File: config.mk
export PLATFORM = sky130hd
export DESIGN_NAME = fb_scan_calc
export DESIGN_NICKNAME = d
export VERILOG_FILES = /design/src/rtl/fb_scan_pkg.sv /design/src/rtl/fb_scan_norm.sv /design/src/rtl/fb_scan_mul.sv /design/src/rtl/fb_scan_orient.sv /design/src/rtl/fb_scan_calc.sv
export SDC_FILE = /design/constraint.sdc
export NUM_CORES = 1
export LEC_CHECK = 0
export BUFFER_PORTS_ARGS = -buffer_cell sky130_fd_sc_hd__buf_2
export CAP_MARGIN = 20
export CORE_AREA = 5 5 241 243
export DETAILED_ROUTE_END_ITERATION = 6
export DIE_AREA = 0 0 246 248
export PLACE_DENSITY_LB_ADDON = 0.08
export SETUP_SLACK_MARGIN = 0.4
export SLEW_MARGIN = 15
export SYNTH_ARGS = -nofsm -noshare
export SYNTH_HDL_FRONTEND = slang
export SYNTH_HIERARCHICAL = 1
export SYNTH_SLANG_ARGS = --single-unit
File: constraint.sdc
create_clock -name clk -period 10.8 [get_ports clk]
set_input_delay 1.08 -clock clk [delete_from_list [all_inputs] [get_ports clk]]
set_output_delay 1.08 -clock clk [all_outputs]
set_load 0.01 [all_outputs]
File: src/rtl/fb_scan_pkg.sv
package fb_scan_pkg;
  localparam int ROT_W = 9;

  typedef enum logic [1:0] {
    Q0   = 2'd0,
    Q90  = 2'd1,
    Q180 = 2'd2,
    Q270 = 2'd3
  } quad_e;

  typedef enum logic [2:0] {
    S_IDLE,
    S_CHECK,
    S_MUL_ROW,
    S_MUL_Y,
    S_MUL_X,
    S_FINAL
  } phase_e;
endpackage

File: src/rtl/fb_scan_norm.sv
module fb_scan_norm import fb_scan_pkg::*; #(
  parameter int DW = 16,
  parameter int SW = 8
)(
  input  logic [DW-1:0]    xres,
  input  logic [DW-1:0]    vwidth,
  input  logic [SW-1:0]    xscale,
  input  logic [SW-1:0]    yscale,
  input  logic [1:0]       esz,
  input  logic [ROT_W-1:0] rot_deg,
  output logic [DW-1:0]    vw_eff,
  output logic [SW-1:0]    xs_eff,
  output logic [SW-1:0]    ys_eff,
  output logic [1:0]       esh,
  output quad_e            quad,
  output logic             bad
);
  logic rot_bad, esz_bad, vw_bad;

  // zero means default
  assign vw_eff = (vwidth == '0) ? xres : vwidth;
  assign xs_eff = (xscale == '0) ? SW'(1) : xscale;
  assign ys_eff = (yscale == '0) ? SW'(1) : yscale;

  always_comb begin
    rot_bad = 1'b0;
    quad    = Q0;
    case (rot_deg)
      ROT_W'(0):   quad = Q0;
      ROT_W'(90):  quad = Q90;
      ROT_W'(180): quad = Q180;
      ROT_W'(270): quad = Q270;
      default:     rot_bad = 1'b1;
    endcase
  end

  always_comb begin
    esz_bad = 1'b0;
    case (esz)
      2'd0:    esh = 2'd0;
      2'd1:    esh = 2'd1;
      2'd2:    esh = 2'd2;
      default: begin esh = 2'd0; esz_bad = 1'b1; end
    endcase
  end

  assign vw_bad = (vwidth != '0) && (vwidth < xres);
  assign bad    = rot_bad | esz_bad | vw_bad;
endmodule

File: src/rtl/fb_scan_mul.sv
module fb_scan_mul #(
  parameter int AW = 32,
  parameter int BW = 16
)(
  input  logic          clk,
  input  logic          rst_n,
  input  logic          go,
  input  logic [AW-1:0] a,
  input  logic [BW-1:0] b,
  output logic [AW-1:0] prod,
  output logic          done
);
  localparam int CW = $clog2(BW + 1);

  logic [AW-1:0] acc, a_sh;
  logic [BW-1:0] b_sh;
  logic [CW-1:0] cnt;
  logic          run;

  always_ff @(posedge clk or negedge rst_n) begin
    if (!rst_n) begin
      acc  <= '0;
      a_sh <= '0;
      b_sh <= '0;
      cnt  <= '0;
      run  <= 1'b0;
      done <= 1'b0;
    end else begin
      done <= 1'b0;
      if (go) begin
        acc  <= '0;
        a_sh <= a;
        b_sh <= b;
        cnt  <= CW'(BW);
        run  <= 1'b1;
      end else if (run) begin
        if (b_sh[0]) acc <= acc + a_sh;
        a_sh <= a_sh << 1;
        b_sh <= b_sh >> 1;
        cnt  <= cnt - 1'b1;
        if (cnt == CW'(1)) begin
          run  <= 1'b0;
          done <= 1'b1;
        end
      end
    end
  end

  assign prod = acc;

  // launches never overlap a running product
  a_r8_mul_go_idle: assert property (@(posedge clk) disable iff (!rst_n)
    go |-> !run);
  // completion is a single-cycle strobe
  a_r8_mul_done_single: assert property (@(posedge clk) disable iff (!rst_n)
    done |=> !done);
endmodule

File: src/rtl/fb_scan_orient.sv
module fb_scan_orient import fb_scan_pkg::*; #(
  parameter int AW  = 32,
  parameter int EIW = 16
)(
  input  logic [AW-1:0]  base,
  input  logic [AW-1:0]  colb,
  input  logic [AW-1:0]  rowb,
  input  logic [AW-1:0]  xspan,
  input  logic [AW-1:0]  yspan,
  input  logic [1:0]     esh,
  input  quad_e          quad,
  input  logic           mirror,
  input  logic           bump,
  output logic [AW-1:0]  top,
  output logic [AW-1:0]  bot,
  output logic [EIW-1:0] eidx,
  output logic [AW-1:0]  fidx
);
  // tx/ty: top corner lies at the far X / far Y edge; bottom is the opposite corner
  logic tx, ty, e_neg, fa_neg, fb_neg;
  logic [AW-1:0] es_m1, e_mag, fa, fb, e_term, fa_t, fb_t;

  always_comb begin
    case ({quad, mirror})
      {Q0,   1'b0}: {tx, ty, e_neg, fa_neg, fb_neg} = 5'b00010;
      {Q0,   1'b1}: {tx, ty, e_neg, fa_neg, fb_neg} = 5'b10100;
      {Q90,  1'b0}: {tx, ty, e_neg, fa_neg, fb_neg} = 5'b01100;
      {Q90,  1'b1}: {tx, ty, e_neg, fa_neg, fb_neg} = 5'b11110;
      {Q180, 1'b0}: {tx, ty, e_neg, fa_neg, fb_neg} = 5'b11101;
      {Q180, 1'b1}: {tx, ty, e_neg, fa_neg, fb_neg} = 5'b01011;
      {Q270, 1'b0}: {tx, ty, e_neg, fa_neg, fb_neg} = 5'b10011;
      default:      {tx, ty, e_neg, fa_neg, fb_neg} = 5'b00001;
    endcase
  end

  // odd quadrants walk columns per element, even quadrants walk rows per frame
  assign e_mag  = quad[0] ? rowb  : colb;
  assign fa     = quad[0] ? colb  : xspan;
  assign fb     = quad[0] ? yspan : rowb;
  assign e_term = e_neg  ? (~e_mag + 1'b1) : e_mag;
  assign fa_t   = fa_neg ? (~fa + 1'b1)    : fa;
  assign fb_t   = fb_neg ? (~fb + 1'b1)    : fb;
  assign es_m1  = (AW'(1) << esh) - AW'(1);

  assign top  = base + (tx ? xspan : '0) + (ty ? yspan : '0);
  assign bot  = base + (tx ? '0 : xspan) + (ty ? '0 : yspan) + (bump ? AW'(2) : '0);
  assign eidx = EIW'(e_term - es_m1);
  assign fidx = fa_t + fb_t - es_m1;
endmodule

File: src/rtl/fb_scan_calc.sv
module fb_scan_calc import fb_scan_pkg::*; #(
  parameter int AW  = 32,
  parameter int DW  = 16,
  parameter int SW  = 8,
  parameter int EIW = 16
)(
  input  logic             clk,
  input  logic             rst_n,
  input  logic             start,
  input  logic [AW-1:0]    base_addr,
  input  logic [1:0]       elem_size,
  input  logic [DW-1:0]    xres,
  input  logic [DW-1:0]    yres,
  input  logic [DW-1:0]    vwidth,
  input  logic [SW-1:0]    xscale,
  input  logic [SW-1:0]    yscale,
  input  logic [ROT_W-1:0] rot_deg,
  input  logic             mirror,
  input  logic             legacy,
  output logic             busy,
  output logic             done,
  output logic             err,
  output logic [AW-1:0]    top_addr,
  output logic [AW-1:0]    bot_addr,
  output logic [DW-1:0]    elem_cnt,
  output logic [DW-1:0]    frame_cnt,
  output logic [EIW-1:0]   elem_idx,
  output logic [AW-1:0]    frame_idx
);
  phase_e st;

  logic [AW-1:0]    c_base;
  logic [1:0]       c_esz;
  logic [DW-1:0]    c_xres, c_yres, c_vw;
  logic [SW-1:0]    c_xs, c_ys;
  logic [ROT_W-1:0] c_rot;
  logic             c_mir, c_leg;

  logic [DW-1:0] vw_eff;
  logic [SW-1:0] xs_eff, ys_eff;
  logic [1:0]    esh;
  quad_e         quad;
  logic          bad;

  fb_scan_norm #(.DW(DW), .SW(SW)) u_norm (
    .xres(c_xres), .vwidth(c_vw), .xscale(c_xs), .yscale(c_ys),
    .esz(c_esz), .rot_deg(c_rot),
    .vw_eff(vw_eff), .xs_eff(xs_eff), .ys_eff(ys_eff),
    .esh(esh), .quad(quad), .bad(bad)
  );

  logic          mul_go, mul_done;
  logic [AW-1:0] mul_a, mul_prod;
  logic [DW-1:0] mul_b;
  logic [AW-1:0] rowb, yspan, xspan, colb;

  assign colb = AW'(xs_eff) << esh;

  always_comb begin
    case (st)
      S_MUL_Y: begin mul_a = rowb;           mul_b = c_yres - DW'(1); end
      S_MUL_X: begin mul_a = colb;           mul_b = c_xres - DW'(1); end
      default: begin mul_a = AW'(ys_eff);    mul_b = vw_eff;          end
    endcase
  end

  fb_scan_mul #(.AW(AW), .BW(DW)) u_mul (
    .clk(clk), .rst_n(rst_n), .go(mul_go), .a(mul_a), .b(mul_b),
    .prod(mul_prod), .done(mul_done)
  );

  logic           bump;
  logic [AW-1:0]  o_top, o_bot, o_fidx;
  logic [EIW-1:0] o_eidx;

  assign bump = c_leg && (c_esz == 2'd2) && (quad == Q0) && !c_mir;

  fb_scan_orient #(.AW(AW), .EIW(EIW)) u_orient (
    .base(c_base), .colb(colb), .rowb(rowb), .xspan(xspan), .yspan(yspan),
    .esh(esh), .quad(quad), .mirror(c_mir), .bump(bump),
    .top(o_top), .bot(o_bot), .eidx(o_eidx), .fidx(o_fidx)
  );

  assign busy = (st != S_IDLE);

  always_ff @(posedge clk or negedge rst_n) begin
    if (!rst_n) begin
      st        <= S_IDLE;
      c_base    <= '0;
      c_esz     <= '0;
      c_xres    <= '0;
      c_yres    <= '0;
      c_vw      <= '0;
      c_xs      <= '0;
      c_ys      <= '0;
      c_rot     <= '0;
      c_mir     <= 1'b0;
      c_leg     <= 1'b0;
      mul_go    <= 1'b0;
      rowb      <= '0;
      yspan     <= '0;
      xspan     <= '0;
      done      <= 1'b0;
      err       <= 1'b0;
      top_addr  <= '0;
      bot_addr  <= '0;
      elem_cnt  <= '0;
      frame_cnt <= '0;
      elem_idx  <= '0;
      frame_idx <= '0;
    end else begin
      mul_go <= 1'b0;
      done   <= 1'b0;
      err    <= 1'b0;
      case (st)
        S_IDLE: if (start) begin
          c_base <= base_addr;
          c_esz  <= elem_size;
          c_xres <= xres;
          c_yres <= yres;
          c_vw   <= vwidth;
          c_xs   <= xscale;
          c_ys   <= yscale;
          c_rot  <= rot_deg;
          c_mir  <= mirror;
          c_leg  <= legacy;
          st     <= S_CHECK;
        end
        S_CHECK: if (bad) begin
          err <= 1'b1;
          st  <= S_IDLE;
        end else begin
          mul_go <= 1'b1;
          st     <= S_MUL_ROW;
        end
        S_MUL_ROW: if (mul_done) begin
          rowb   <= mul_prod << esh;
          mul_go <= 1'b1;
          st     <= S_MUL_Y;
        end
        S_MUL_Y: if (mul_done) begin
          yspan  <= mul_prod;
          mul_go <= 1'b1;
          st     <= S_MUL_X;
        end
        S_MUL_X: if (mul_done) begin
          xspan <= mul_prod;
          st    <= S_FINAL;
        end
        default: begin
          top_addr  <= o_top;
          bot_addr  <= o_bot;
          elem_idx  <= o_eidx;
          frame_idx <= o_fidx;
          elem_cnt  <= quad[0] ? c_yres : c_xres;
          frame_cnt <= quad[0] ? c_xres : c_yres;
          done      <= 1'b1;
          st        <= S_IDLE;
        end
      endcase
    end
  end

  // completion strobes are exclusive
  a_r8_one_outcome: assert property (@(posedge clk) disable iff (!rst_n)
    !(done && err));
  // a completion follows a busy cycle
  a_r8_done_after_busy: assert property (@(posedge clk) disable iff (!rst_n)
    (done || err) |-> $past(busy));
  // an idle start makes the block busy
  a_r8_start_busy: assert property (@(posedge clk) disable iff (!rst_n)
    (start && !busy) |=> busy);
  // a rejection leaves the results untouched
  a_r7_err_keeps: assert property (@(posedge clk) disable iff (!rst_n)
    err |-> ($stable(top_addr) && $stable(frame_idx) && $stable(elem_idx)));
  // counts follow the captured orientation
  a_r5_counts: assert property (@(posedge clk) disable iff (!rst_n)
    done |-> (elem_cnt == (quad[0] ? c_yres : c_xres)) && (frame_cnt == (quad[0] ? c_xres : c_yres)));
  // results change only when done is raised
  a_r1_out_hold: assert property (@(posedge clk) disable iff (!rst_n)
    !$stable(top_addr) |-> done);
endmodule

After elaboration in Yosys (flattened, before gate mapping)
Cells that the tools add are included.
{"block": "totals", "reg_bits": 442, "inputBits": 112, "elab_cells": 159}
{"block": "op_classes", "add_sub_neg": 16, "n_lt_le_gt_ge": 1, "eq_ne": 20, "shift": 3, "muxes": 53, "bitwise_logic": 5, "n_reduce_logical": 32}
{"cell": "$mux W32", "count": 13}
{"cell": "$add A32 B32 Y32", "count": 7}
{"cell": "$mux W16", "count": 7}
{"cell": "$add A32 B1 Y32 const B", "count": 2}
{"cell": "$not A32 Y32", "count": 2}
{"cell": "$pmux W32 S2", "count": 1}
{"cell": "$pmux W16 S2", "count": 1}
{"cell": "$shl A1 B2 Y32 const A", "count": 1}
{"cell": "$shl A32 B2 Y32", "count": 1}
{"cell": "$shl A8 B2 Y32", "count": 1}
{"cell": "$sub A16 B1 Y16 const B", "count": 2}
{"cell": "$sub A32 B2 Y32 const B", "count": 1}
{"cell": "$sub A32 B32 Y32", "count": 1}
{"cell": "$reduce_or A4 Y1", "count": 6}
{"cell": "$mux W1", "count": 17}
{"cell": "$add A16 B1 Y16 const B", "count": 1}
{"cell": "$logic_not A16 Y1", "count": 1}
{"cell": "$logic_not A8 Y1", "count": 2}
{"cell": "$lt A16 B16 Y1", "count": 1}
{"cell": "$mux W8", "count": 2}
{"cell": "$not A16 Y16", "count": 1}
{"cell": "$reduce_bool A16 Y1", "count": 1}
{"cell": "$sub A16 B16 Y16", "count": 1}
{"cell": "$pmux W3 S5", "count": 1}
{"cell": "31 further kinds", "count": 56}

Longest topological paths before layout
Gate-level depths: netlist of run 1.
{"block": "logic_depth", "depth_word": 9, "mapped_depth": 35, "ltp_nobuf": 26}

Hierarchy
Netlist of run 1, hierarchy kept.
{"mod": "fb_scan_calc", "n_inst": 1, "cells_each": 1143, "area_each_um2": 15661.3, "seq_area_each_um2": 8883.5}
{"mod": "fb_scan_orient", "n_inst": 1, "cells_each": 1539, "area_each_um2": 11536.1, "seq_area_each_um2": 0.0}
{"mod": "fb_scan_mul", "n_inst": 1, "cells_each": 611, "area_each_um2": 5474.0, "seq_area_each_um2": 2177.1}
{"mod": "fb_scan_norm", "n_inst": 1, "cells_each": 108, "area_each_um2": 737.0, "seq_area_each_um2": 0.0}

Least setup slack after synthesis of run 1
Ideal clock, no wire load.
{"block": "synth_path", "path_type": "register to register", "startpoint": "reg c_rot[4]", "endpoint": "reg frame_idx[30]", "arrival_time_ns": 7.888, "required_ns": 10.675, "slack_ns": 2.787, "stages_incl_launch_ff": 35, "path_buffers": 10, "cell_sequence": "dfrtp_1 nor4bb_1 o21ai_0 nor2_1 buf_2 buf_4 buf_6 buf_2 buf_2 buf_2 buf_2 buf_2 buf_2 mux2i_1 ha_1 o21ai_0 nand2b_1 or4_1 a2111oi_0 nor2_1 xor2_1 nor2_1 a21oi_1 fa_1 ha_1 clkbuf_1 o21a_1 o21ai_0 a22oi_1 a41o_1 a221oi_1 o31ai_1 a221oi_1 xnor2_1 mux2_2"}
{"block": "synth_between", "elab_chain_len": 8}
{"item": "start, declared", "line_no": "fb_scan_calc.sv:36", "text": "logic [ROT_W-1:0] c_rot;"}
{"item": "start signal, assigned", "line_no": "fb_scan_calc.sv:124", "text": "c_rot <= rot_deg;"}
{"item": "$eq A9 B9 Y1, or another cell as far along", "line_no": "fb_scan_norm.sv:28", "text": "case (rot_deg)"}
{"item": "$pmux W2 S3 *", "line_no": "fb_scan_norm.sv:28"}
{"item": "via quad[0]", "line_no": "fb_scan_calc.sv:42", "text": "quad_e quad;"}
{"item": "$mux W32, or another cell as far along", "line_no": "fb_scan_orient.sv:38", "text": "assign fa = quad[0] ? colb : xspan;"}
{"item": "$not A32 Y32, or another cell as far along", "line_no": "fb_scan_orient.sv:41", "text": "assign fa_t = fa_neg ? (~fa + 1'b1) : fa;"}
{"item": "$add A32 B1 Y32, or another cell as far along", "line_no": "fb_scan_orient.sv:41"}
{"item": "$mux W32, on equally long branches", "line_no": "fb_scan_orient.sv:41, fb_scan_orient.sv:42"}
{"item": "$add A32 B32 Y32 *", "line_no": "fb_scan_orient.sv:48", "text": "assign fidx = fa_t + fb_t - es_m1;"}
{"item": "$sub A32 B32 Y32 *", "line_no": "fb_scan_orient.sv:48"}
{"item": "via o_fidx[30]", "line_no": "fb_scan_calc.sv:73", "text": "logic [AW-1:0] o_top, o_bot, o_fidx;"}
{"item": "end signal, assigned", "line_no": "fb_scan_calc.sv:154", "text": "frame_idx <= o_fidx;"}
{"item": "end, declared", "line_no": "fb_scan_calc.sv:28", "text": "output logic [AW-1:0] frame_idx"}
The timed path passes the listed nets; every way through them passes the cells marked *.
A chain may end at the register's enable or synchronous reset.

Worst setup path in the final report of run 1
{"block": "layout_path", "startpoint": "reg c_rot[5]", "endpoint": "reg frame_idx[30]"}
Same word-level chain as after synthesis.

==> flow_metrics.py, run 1 <==
metrics = {
    "outcome": {
        "status": "finished clean",
    },
    "critical_path": {
        "cp_common_cell": "o21ai_0",
        "critPathMaxFanout": 180,
        "critPathMaxStageDelay_ps": 690,
        "path_cells": "nor4bb_1 > o21ai_0 > nor2_4 > buf_12 > mux2i_1 > o21ai_0 > or4_1 > a2111oi_0 > nor2_1 > xor2_1 > nor2_1 > a21oi_1 > fa_1 > ha_1 > o21a_1 > o21ai_0 > a22oi_1 > a41o_1 > a221oi_1 > o31ai_1 > a221oi_1 > xnor2_1 > mux2_2",
        "crit_cells": 23,
        "reg2regPathDepth": 23,
        "cp-end-kind": "flop",
        "critPathTopFamily": "compound AO/OA/AOI/OAI gates",
        "arrival_ps": 8620,
        "cp_data_required_time_ps": 11280,
        "crit_type": "reg2reg",
        "regToRegEndpoint": "frame_idx[30]",
        "crit_buf_inv": 1,
        "regToRegStartpoint": "c_rot[5]",
        "crit_slowest_cell": "or4_1",
        "cp-start-kind": "flop",
        "r2r_slack_ps": 2660,
    },
    "timing": {
        "rsz0062_at_grt": "false",
        "fin_crit_ps": 8140,
        "setup_ws_ps": 2660,
        "drv_slew": 0,
        "finClkSkew_ps": 25.9,
        "tightest_slew_ps": 1080,
        "hold_violations": 0,
        "maxSlewHeadroom_pct": 28.2,
        "min_period_over_period_pct": 75.4,
        "finalSetupViolations": 0,
        "fmax_ghz": 0.123,
        "finalSetupTns_ps": 0,
    },
    "synth": {
        "synth.area.top_cells": "dfrtp_1, mux2_2, ha_1",
        "synth_edf_count": 0,
        "synth-seq-cells": 442,
        "synth_cell_types": 104,
        "synth_cells": 3401,
        "syn_avg_cell_area_um2": 9.82,
        "synth.cell_area_mm2": 0.0334,
        "netlist.top_cell.by_area": "dfrtp_1",
        "yosysTopAreaCellShare_pct": 33.1,
        "ys.flop_type": "dfrtp_1",
        "async_reset_ff_share_pct": 100,
        "ys_seq_area_share_pct": 33.1,
        "ys_warn_count": 6,
    },
    "power": {
        "p_comb_share_pct": 47.6,
        "clock_power_share_pct": 21.8,
        "switching_share_pct": 42.2,
        "p_per_area_mw_per_mm2": 207,
        "p_seq_share_pct": 30.6,
        "p_sw_w": 0.00324,
        "internal_power_w": 0.00445,
        "total_leakage_power_nw": 17.8,
        "max-vdd-ir-drop_mv": 0.222,
    },
    "grt": {
        "grt.total_usage_pct": 31.4,
        "grt_pass1_wl_mm": 151,
        "antenna_found_initial": 11,
        "grt_pass1_vias": 26457,
        "grt_overflow": 0,
        "grt_max_degree": 181,
    },
    "min_path": {
        "min_from": "elem_cnt[7]",
        "min_to": "elem_cnt[7]",
        "hold_depth": 2,
        "hold_path.class": "reg2reg",
    },
    "clock_network": {
        "clockRootBuffer": "clkbuf_16",
        "postCtsSetupBuffers": 0,
        "htree_levels": 2,
        "clk_pin_slew_worst_paths_ps": 60,
        "clockBufferDepth": 3,
        "numCtsBuffers": 48,
        "cts_hold_buf": 0,
        "clkSinkCount": 442,
        "clkLatencyLatePin_ps": 610,
        "ctsResizeCount": 0,
        "cts_tree": "yes",
    },
    "finish": {
        "layout-drive-gt1-share_pct": 21.2,
        "final_nets": 4009,
        "nFillCells": 4493,
        "areaGrowthSynthToFinish_pct": 11.3,
        "stdcell_count": 4441,
        "fin_area_mm2": 0.0372,
        "final_util_pct": 66.7,
    },
    "route": {
        "wire_per_inst_um": 22.0,
        "via_per_inst": 6.09,
        "drtPass1Iterations": 5,
        "detail-route-antenna-nets": 0,
        "totalWireLength_mm": 97.8,
        "vias": 27040,
        "drc_errors": 0,
        "drt_iter0_markers": 1944,
    },
    "die": {
        "core_area_mm2": 0.0557,
        "dieArea_mm2": 0.0610,
        "io_pins": 259,
        "die_w_um": 246,
        "rows": 87,
        "die_h_um": 248,
        "start_util_pct": 59.9,
    },
    "place": {
        "dp.cells": 4343,
        "port_buffers": 258,
        "placed_area_mm2": 0.0355,
        "dpl.hpwl_mm": 74.7,
        "gp_congestion": 0.994,
        "pre_cts_ws_ps": 2770,
    },
    "flow_run": {
        "drv_cap": 0,
    },
}
-- placed cells by master (no fill, tap or decap), drive strengths merged, types with 16 or more instances in the layout --
cell type / n
and3: 17
a31oi: 22
fa: 96
inv: 84
or3: 23
a21o: 88
o211ai: 16
a21oi: 197
conb: 88
and2: 128
nor3: 92
dfrtp: 442
nand2b: 24
clkbuf: 66
nor4: 31
o31ai: 22
mux2i: 155
nand3: 33
o21bai: 19
buf: 288
or4: 21
nor2b: 63
o21ai: 217
xor2: 88
nor2: 202
o21a: 28
mux2: 320
a211oi: 20
ha: 162
mux4: 26
xnor2: 139
nand2: 272
or2: 16
-- per-stage QoR --
step	total power (W)	hold slack [ps]
after global routing	0.00817	495
after detailed placement	0.00596	465
after global placement	0.00586	460
after CTS	0.00767	479
after floorplan	0.00489	481
final	0.00769	481
-- worst max-delay path by stage --
stage,startpoint,to,slack (ps)
floorplan,c_rot[4],frame_idx[30],2790
global placement,c_rot[5],frame_idx[30],3040
detailed placement,c_rot[5],frame_idx[30],2770
CTS,c_rot[5],frame_idx[30],2740
global route,c_rot[5],frame_idx[30],2100
finish,c_rot[5],frame_idx[30],2660
-- Yosys cell counts (12+ instances only) --
| cell type | count |
|---|---|
| nand3b_1 | 14 |
| dfrtp_1 | 442 |
| ha_1 | 162 |
| mux4_2 | 26 |
| nand2b_1 | 24 |
| a211oi_1 | 18 |
| or4_1 | 17 |
| a21oi_1 | 195 |
| fa_1 | 96 |
| buf_1 | 18 |
| a31oi_1 | 22 |
| or2_2 | 16 |
| and2_1 | 125 |
| o31ai_1 | 22 |
| o21bai_1 | 19 |
| nor4_1 | 28 |
| buf_2 | 38 |
| nand2_1 | 272 |
| mux2i_1 | 155 |
| o22ai_1 | 12 |
| o211ai_1 | 16 |
| clkbuf_1 | 119 |
| o21a_1 | 28 |
| o21ai_1 | 14 |
| a21o_1 | 87 |
| xnor2_1 | 139 |
| nor3_1 | 90 |
| nor2_1 | 201 |
| and3_1 | 16 |
| inv_1 | 80 |
| o21ai_0 | 201 |
| mux2_2 | 320 |
| or3_1 | 23 |
| nor2b_1 | 63 |
| nand3_1 | 32 |
| xor2_1 | 88 |
-- worst reg2reg max path: stages, from the launching register on --
cell       delay (ps)
dfrtp_1           410
nor4bb_1          400
o21ai_0           290
nor2_4            470
buf_12            620
mux2i_1           470
o21ai_0           330
or4_1             690
a2111oi_0         540
nor2_1            100
xor2_1            150
nor2_1             60
a21oi_1           230
fa_1              460
ha_1              390
o21a_1            150
o21ai_0           300
a22oi_1           160
a41o_1            270
a221oi_1          640
o31ai_1           170
a221oi_1          340
xnor2_1           100
mux2_2            260
-- per-layer routing --
metal	up-vias	wire length, um	track usage, %
li1	12551	-	-
met1	13383	41400	42.3
met2	916	45700	51.2
met3	188	5990	4.43
met4	2	4610	13.7
met5	-	13	0
-- sequential cells by signal, summed over array words and instances, names as in the netlist, 8 cells and up --
name	flops
c_base	32
bot_addr	32
xspan	32
c_xres	16
top_addr	32
c_vw	16
elem_idx	16
frame_cnt	16
rowb	32
c_rot	9
u_mul/prod	32
frame_idx	32
c_ys	8
u_mul/b_sh	16
u_mul/a_sh	32
elem_cnt	16
yspan	32
c_yres	16
c_xs	8
-- layout make-up --
class | instances | area, um^2 | share of cell area, %
multi-input cells | 2776 | 21600 | 58.1
flip-flops and latches | 442 | 11100 | 29.8
clock inverters | 20 | 244 | 0.656
diodes | 10 | 25.0 | 0.0673
clock buffers | 66 | 1380 | 3.71
repair buffers | 288 | 1580 | 4.26
well taps | 756 | 946 | 2.54
inverters | 83 | 314 | 0.845
-- power groups by stage --
stage               combinational [W]  clock, W  sequential (W)
global route                  0.00399   0.00178         0.00239
CTS                           0.00361   0.00171         0.00235
floorplan                     0.00271         0         0.00218
finish                        0.00366   0.00168         0.00235
detailed placement            0.00358         0         0.00238
global placement              0.00350         0         0.00236
-- logic make-up after synthesis --
kind of cell	share of synthesized area [%]
xor+xnor	5.95
compound gates	13.6
other cells	0.0337
simple gates	15.0
buf+inv	3.36
mux	17.2
flops	33.1
fa+ha+maj	11.8
(Power assumes the default switching activity.)
==> run 2: changes to the inputs <==
Settings changed: ABC_AREA set to 1, CORE_AREA 5 5 241 243 to 5 5 255 257, DIE_AREA 0 0 246 248 to 0 0 260 262.
Clock period 10.8 ns to 6.63 ns, I/O delays scaled along.
==> run 2 against run 1 <==
Via count up 18%. Register-to-register slack worse by 1600 ps. The run now ends with DRC left. Largest cell class unchanged. Clock skew down 6.4 ps. Critical path depth up 3.
==> flow_metrics.py, run 2 <==
metrics = {
    "outcome": {
        "status": "finished, violations left",
        "failed_checks": "DRC",
    },
    "route": {
        "detail-route-antenna-nets": 0,
        "drtPass1Iterations": 7,
        "drc_errors": 6,
        "wl_met2_mm": 50.1,
        "dr_wl_met3_mm": 6.08,
        "wl_met1_mm": 48.4,
        "totalWireLength_mm": 110,
        "drt_iter0_markers": 2508,
        "via_per_inst": 5.36,
        "wire_per_inst_um": 18.4,
        "dr.max_layer_used": "met4",
        "vias": 31923,
    },
    "clock_network": {
        "ctsResizeCount": 0,
        "clkSinkCount": 442,
        "postCtsSetupBuffers": 0,
        "clkLatencyLatePin_ps": 620,
        "cts_hold_buf": 0,
        "clk_pin_slew_worst_paths_ps": 60,
        "clockRootBuffer": "clkbuf_16",
        "clockBufferDepth": 3,
        "numCtsBuffers": 49,
        "htree_levels": 2,
        "cts_tree": "yes",
    },
    "min_path": {
        "hold_path.class": "in2async",
    },
    "critical_path": {
        "regToRegStartpoint": "c_esz[1]",
        "cp_data_required_time_ps": 7130,
        "regToRegEndpoint": "frame_idx[28]",
        "cp-start-kind": "flop",
        "reg2regPathDepth": 26,
        "r2r_slack_ps": 1050,
        "critPathMaxFanout": 33,
        "cp-end-kind": "flop",
        "arrival_ps": 6070,
        "cp-startpoint": "c_esz[1]",
        "crit_type": "reg2reg",
    },
    "timing": {
        "finalSetupViolations": 0,
        "fin_crit_ps": 5580,
        "maxSlewHeadroom_pct": 26.4,
        "finalSetupTns_ps": 0,
        "drv_slew": 0,
        "tightest_slew_ps": 1100,
        "hold_violations": 0,
        "fmax_ghz": 0.179,
        "min_period_over_period_pct": 84.1,
        "finClkSkew_ps": 19.6,
        "setup_ws_ps": 1050,
        "rsz0062_at_grt": "false",
    },
    "finish": {
        "multiInputGateArea_mm2": 0.0205,
        "fin_area_mm2": 0.0382,
        "areaGrowthSynthToFinish_pct": 10.5,
        "final_common_cell": "nand2_1",
        "layout-drive-gt1-share_pct": 11.5,
        "final_nets": 5441,
        "final_util_pct": 61.2,
        "register_area_mm2": 0.0111,
        "final_cell_mix": "nand2_1, inv_1, dfrtp_1",
        "stdcell_count": 5959,
        "nFillCells": 6045,
    },
    "place": {
        "placed_area_mm2": 0.0365,
        "pre_cts_ws_ps": 1110,
        "gp_congestion": 0.997,
        "dp.cells": 5866,
        "port_buffers": 258,
        "dpl.hpwl_mm": 88.2,
    },
    "flow_run": {
        "drv_cap": 0,
    },
    "die": {
        "core_area_mm2": 0.0625,
        "die_h_um": 262,
        "die_w_um": 260,
        "io_pins": 259,
        "start_util_pct": 55.4,
        "rows": 92,
        "dieArea_mm2": 0.0681,
    },
    "grt": {
        "grt_max_degree": 154,
        "antenna_found_initial": 4,
        "grt_pass1_vias": 30600,
        "grt_pass1_wl_mm": 172,
        "grt.total_usage_pct": 31.9,
        "grt_overflow": 0,
    },
    "synth": {
        "post-synth-top-count-cell": "nand2_1",
        "synth_top_family_by_area": "simple AND/OR/NAND/NOR gates",
        "netlist.top_cell.by_area": "dfrtp_1",
        "synth-seq-cells": 442,
        "synthMuxAreaShare_pct": 3.00,
        "synth_cell_types": 67,
        "ys.flop_type": "dfrtp_1",
        "ys_warn_count": 6,
        "synth.area.top_cells": "dfrtp_1, nand2_1, inv_1",
        "async_reset_ff_share_pct": 100,
        "ys_top_cells_by_count": "nand2_1, inv_1, dfrtp_1, nor2_1, o21ai_0",
        "synth_edf_count": 0,
        "synth_cells": 4871,
        "synthSimpleGateAreaFrac_pct": 28.2,
        "ys_seq_area_share_pct": 32.0,
        "synth-compound-area-share_pct": 11.9,
        "synthAdderAreaFrac_pct": 11.4,
        "syn_avg_cell_area_um2": 7.10,
        "yosysTopAreaCellShare_pct": 32.0,
        "synthXorXnorAreaFrac_pct": 4.05,
        "synth.cell_area_mm2": 0.0346,
    },
    "power": {
        "total_leakage_power_nw": 20.6,
        "max-vdd-ir-drop_mv": 0.262,
        "p_per_area_mw_per_mm2": 381,
    },
}
## run 2: where the power goes
| part | switching [W] | internal (W) |
|---|---|---|
| combinational | 0.00480 | 0.00273 |
| clock | 0.00118 | 0.00171 |
| sequential | 0.000721 | 0.00345 |
## run 2: cell type report
cell class	count	area share [%]
timing repair buffer	281	4.01
clock inverter	19	0.782
sequential	442	28.9
inverter	639	6.29
multi-input combinational	3658	53.5
antenna	4	0.0262
clock buffer	70	3.65
tap	846	2.77
## run 2: worst max path at each step
| stage | cells after the start | slack [ps] | endpoint |
|---|---|---|---|
| finish | 26 | 1050 | frame_idx[28] |
| global route | 31 | 440 | frame_idx[27] |
| CTS | 27 | 1090 | frame_idx[27] |
| detailed placement | 27 | 1110 | frame_idx[27] |
| global placement | 30 | 1160 | frame_idx[28] |
| floorplan | 30 | 2070 | frame_idx[27] |
## run 2: layer usage
metal | global-route usage, % | vias to the layer above
met5 | 0 | -
met4 | 13.1 | 0
met3 | 3.43 | 192
met2 | 52.2 | 941
met1 | 43.7 | 14960
li1 | - | 15830
## run 2: through the flow
step	hold slack, ps	total power, W
finish	3.70	0.0146
floorplan	367	0.00939
CTS	12.1	0.0146
global route	44.4	0.0158
detailed placement	453	0.0117
global placement	449	0.0116
## run 2: critical path: stages, from the launching register on
cell and delay (ps):
dfrtp_1 450, inv_1 130, nor2_4 50, inv_1 730
o21ai_0 420, nand2_1 170, o21ai_1 190, nor2_1 190
nand3_1 120, nor2_2 150, nand2_1 120, inv_2 110
nand2_2 80, o21ai_1 150, xor2_1 230, fa_1 450
ha_1 380, nand2_1 90, inv_1 70, nand3_1 100
nor3_1 270, nand3_1 160, nand3_1 220, a21oi_1 120
xor2_1 160, nand2_1 70, nand2_1 50
## run 2: logic make-up (layout without fill, tap and decap cells)
kind of cell,after synthesis,count (layout)
AND/OR/NAND/NOR,2372,2372
multiplexers,92,92
XOR/XNOR,159,159
other,3,48
buffers and inverters,812,1009
adder cells (fa/ha/maj),258,258
flip-flops,442,442
AO/OA/AOI/OAI,733,733
==> run 3: changes to the inputs <==
Settings changed: ABC_AREA 1 to 0, CORE_AREA 5 5 255 257 to 5 5 241 243, DIE_AREA 0 0 260 262 to 0 0 246 248.
Clock period 6.63 ns to 5.6 ns, I/O delays scaled along.
==> run 3 against run 2 <==
The run ends with setup timing left. First-iteration DRC count is 14% lower. Global-route usage is 1.8 points higher. Non-clock buffer count is 303 higher. Utilization is 12 points higher. Cell count is 20% lower. Clock-buffer cell count is 1 higher. Highest routed layer unchanged.
==> flow_metrics.py, run 3 (synthesized netlist as in run 1, its figures left out) <==
metrics = {
    "place": {
        "dpl.hpwl_mm": 79.7,
        "placed_area_mm2": 0.0376,
        "port_buffers": 258,
        "gp_congestion": 1.01,
    },
    "die": {
        "rows": 87,
        "start_util_pct": 59.9,
        "dieArea_mm2": 0.0610,
        "die_w_um": 246,
        "core_area_mm2": 0.0557,
        "die_h_um": 248,
        "io_pins": 259,
    },
    "power": {
        "total_leakage_power_nw": 19.5,
        "max-vdd-ir-drop_mv": 0.520,
        "p_per_area_mw_per_mm2": 410,
    },
    "timing": {
        "fmax_ghz": 0.166,
        "finalSetupViolations": 12,
        "fin_crit_ps": 6030,
        "rsz0062_at_grt": "true",
        "drv_slew": 0,
        "maxSlewHeadroom_pct": 39.5,
        "tightest_slew_ps": 905,
        "hold_slack_ps": 161,
        "finalSetupTns_ps": -3540,
        "finClkSkew_ps": 44.3,
        "setup_ws_ps": -429,
        "hold_violations": 0,
        "min_period_over_period_pct": 108,
    },
    "finish": {
        "nFillCells": 4072,
        "fin_area_mm2": 0.0407,
        "areaGrowthSynthToFinish_pct": 21.8,
        "layout-drive-gt1-share_pct": 30.8,
        "final_common_cell": "dfrtp_1",
        "multiInputGateArea_mm2": 0.0226,
        "final_cell_mix": "dfrtp_1, mux2_2, buf_4",
        "final_nets": 4308,
        "final_util_pct": 73.0,
        "register_area_mm2": 0.0111,
    },
    "grt": {
        "grt_pass1_vias": 28593,
        "grt.total_usage_pct": 33.7,
        "antenna_found_initial": 6,
        "grt_max_degree": 161,
        "grt_overflow": 0,
        "grt_pass1_wl_mm": 163,
    },
    "outcome": {
        "status": "finished, violations left",
        "failed_checks": "setup timing",
    },
    "clock_network": {
        "cts_tree": "yes",
        "htree_levels": 2,
        "numCtsBuffers": 50,
        "clkSinkCount": 442,
        "clk_pin_slew_worst_paths_ps": 60,
        "clkLatencyLatePin_ps": 630,
        "clockRootBuffer": "clkbuf_16",
        "clockBufferDepth": 3,
    },
    "critical_path": {
        "endpoint": "frame_idx[24]",
        "r2r_slack_ps": -430,
        "cp-startpoint": "c_rot[8]",
        "critPathMaxFanout": 3,
        "regToRegEndpoint": "frame_idx[24]",
        "cp_data_required_time_ps": 6070,
        "cp-start-kind": "flop",
        "crit_type": "reg2reg",
        "reg2regPathDepth": 27,
        "arrival_ps": 6500,
        "cp-end-kind": "flop",
        "regToRegStartpoint": "c_rot[8]",
    },
    "route": {
        "vias": 28757,
        "totalWireLength_mm": 106,
        "drtPass1Iterations": 6,
        "drc_errors": 0,
        "wire_per_inst_um": 22.4,
        "drt_iter0_markers": 2160,
        "via_per_inst": 6.06,
        "detail-route-antenna-nets": 0,
    },
    "flow_run": {
        "drv_cap": 0,
    },
    "min_path": {
        "hold_path.class": "in2reg",
    },
}
==> run 3: cell count changes in the layout (fill, tap and decap cells not counted), sizes merged, moves of 63 or more <==
| cell | before | now |
|---|---|---|
| mux2 | 84 | 320 |
| nand3 | 193 | 33 |
| nor2b | 0 | 63 |
| and2 | 0 | 128 |
| inv | 640 | 82 |
| xnor2 | 45 | 139 |
| buf | 281 | 582 |
| o21ai | 391 | 217 |
| nor2 | 434 | 203 |
| a21o | 15 | 88 |
| nand2 | 1627 | 272 |
| mux2i | 8 | 155 |
==> run 3: per-stage QoR <==
step / instances / worst slack [ps] / total power [W]
final: 4742 / -429 / 0.0167
after global routing: 4740 / -646 / 0.0177
after CTS: 4711 / -156 / 0.0163
after detailed placement: 4598 / -522 / 0.0125
after global placement: 4598 / -537 / 0.0122
after floorplan: 3486 / -1130 / 0.00952
==> run 3: power by group <==
group          switching (W)  internal (W)
combinational        0.00473       0.00396
clock                0.00141       0.00209
sequential          0.000800       0.00369
total                0.00694       0.00975
==> run 3: final cells by class <==
cell class | instances | share of cell area (%)
clock inverters | 22 | 0.806
clock buffers | 71 | 3.56
flip-flops and latches | 442 | 27.2
well taps | 756 | 2.33
diodes | 7 | 0.0431
multi-input cells | 2777 | 55.5
inverters | 83 | 0.772
repair buffers | 584 | 9.78
==> run 3: critical path, stage by stage, from the launching register on <==
cell and delay [ps]:
dfrtp_1 410, nor4bb_4 390, o21ai_4 140, nor2_4 180, buf_6 130, mux2i_4 230, ha_2 210, o21ai_2 60
nand2b_4 150, or4_4 540, nor2_4 140, nor2_2 40, xor2_1 150, nor2_1 130, a21oi_2 60, fa_1 600
ha_4 220, o21a_1 180, o21a_1 180, o21ai_2 170, a22oi_2 100, a41o_1 270, a221oi_4 410, buf_6 170
o21bai_4 70, a21oi_2 180, xnor2_1 100, mux2_4 270
==> run 3: per-layer routing <==
| metal | track usage (%) | up-vias | routed length (um) |
|---|---|---|---|
| met3 | 4.07 | 229 | 6440 |
| met5 | 0 | - | 0 |
| li1 | - | 13131 | - |
| met4 | 13.8 | 0 | 4840 |
| met1 | 45.4 | 14274 | 43900 |
| met2 | 56.0 | 1123 | 50900 |
==> run 3: worst min path at each step <==
stage	start	endpoint	slack, ps	cells past startpoint
2_1_floorplan	rst_n	bot_addr[0]	260	0
3_3_place_gp	elem_cnt[11]	elem_cnt[11]	460	2
3_5_place_dp	frame_cnt[7]	frame_cnt[7]	470	2
4_1_cts	xscale[0]	c_xs[0]	140	2
5_1_grt	xscale[0]	c_xs[0]	150	2
6_report	xscale[0]	c_xs[0]	160	2
==> run 3: timing repair <==
action,4_1_cts,5_1_grt
resized for setup,85,113
setup endpoints to repair,62,60
hold buffers,1,0
cloned,1,1
endpoints found under the hold margin,75,0
pin swaps,33,62
setup buffers,18,23
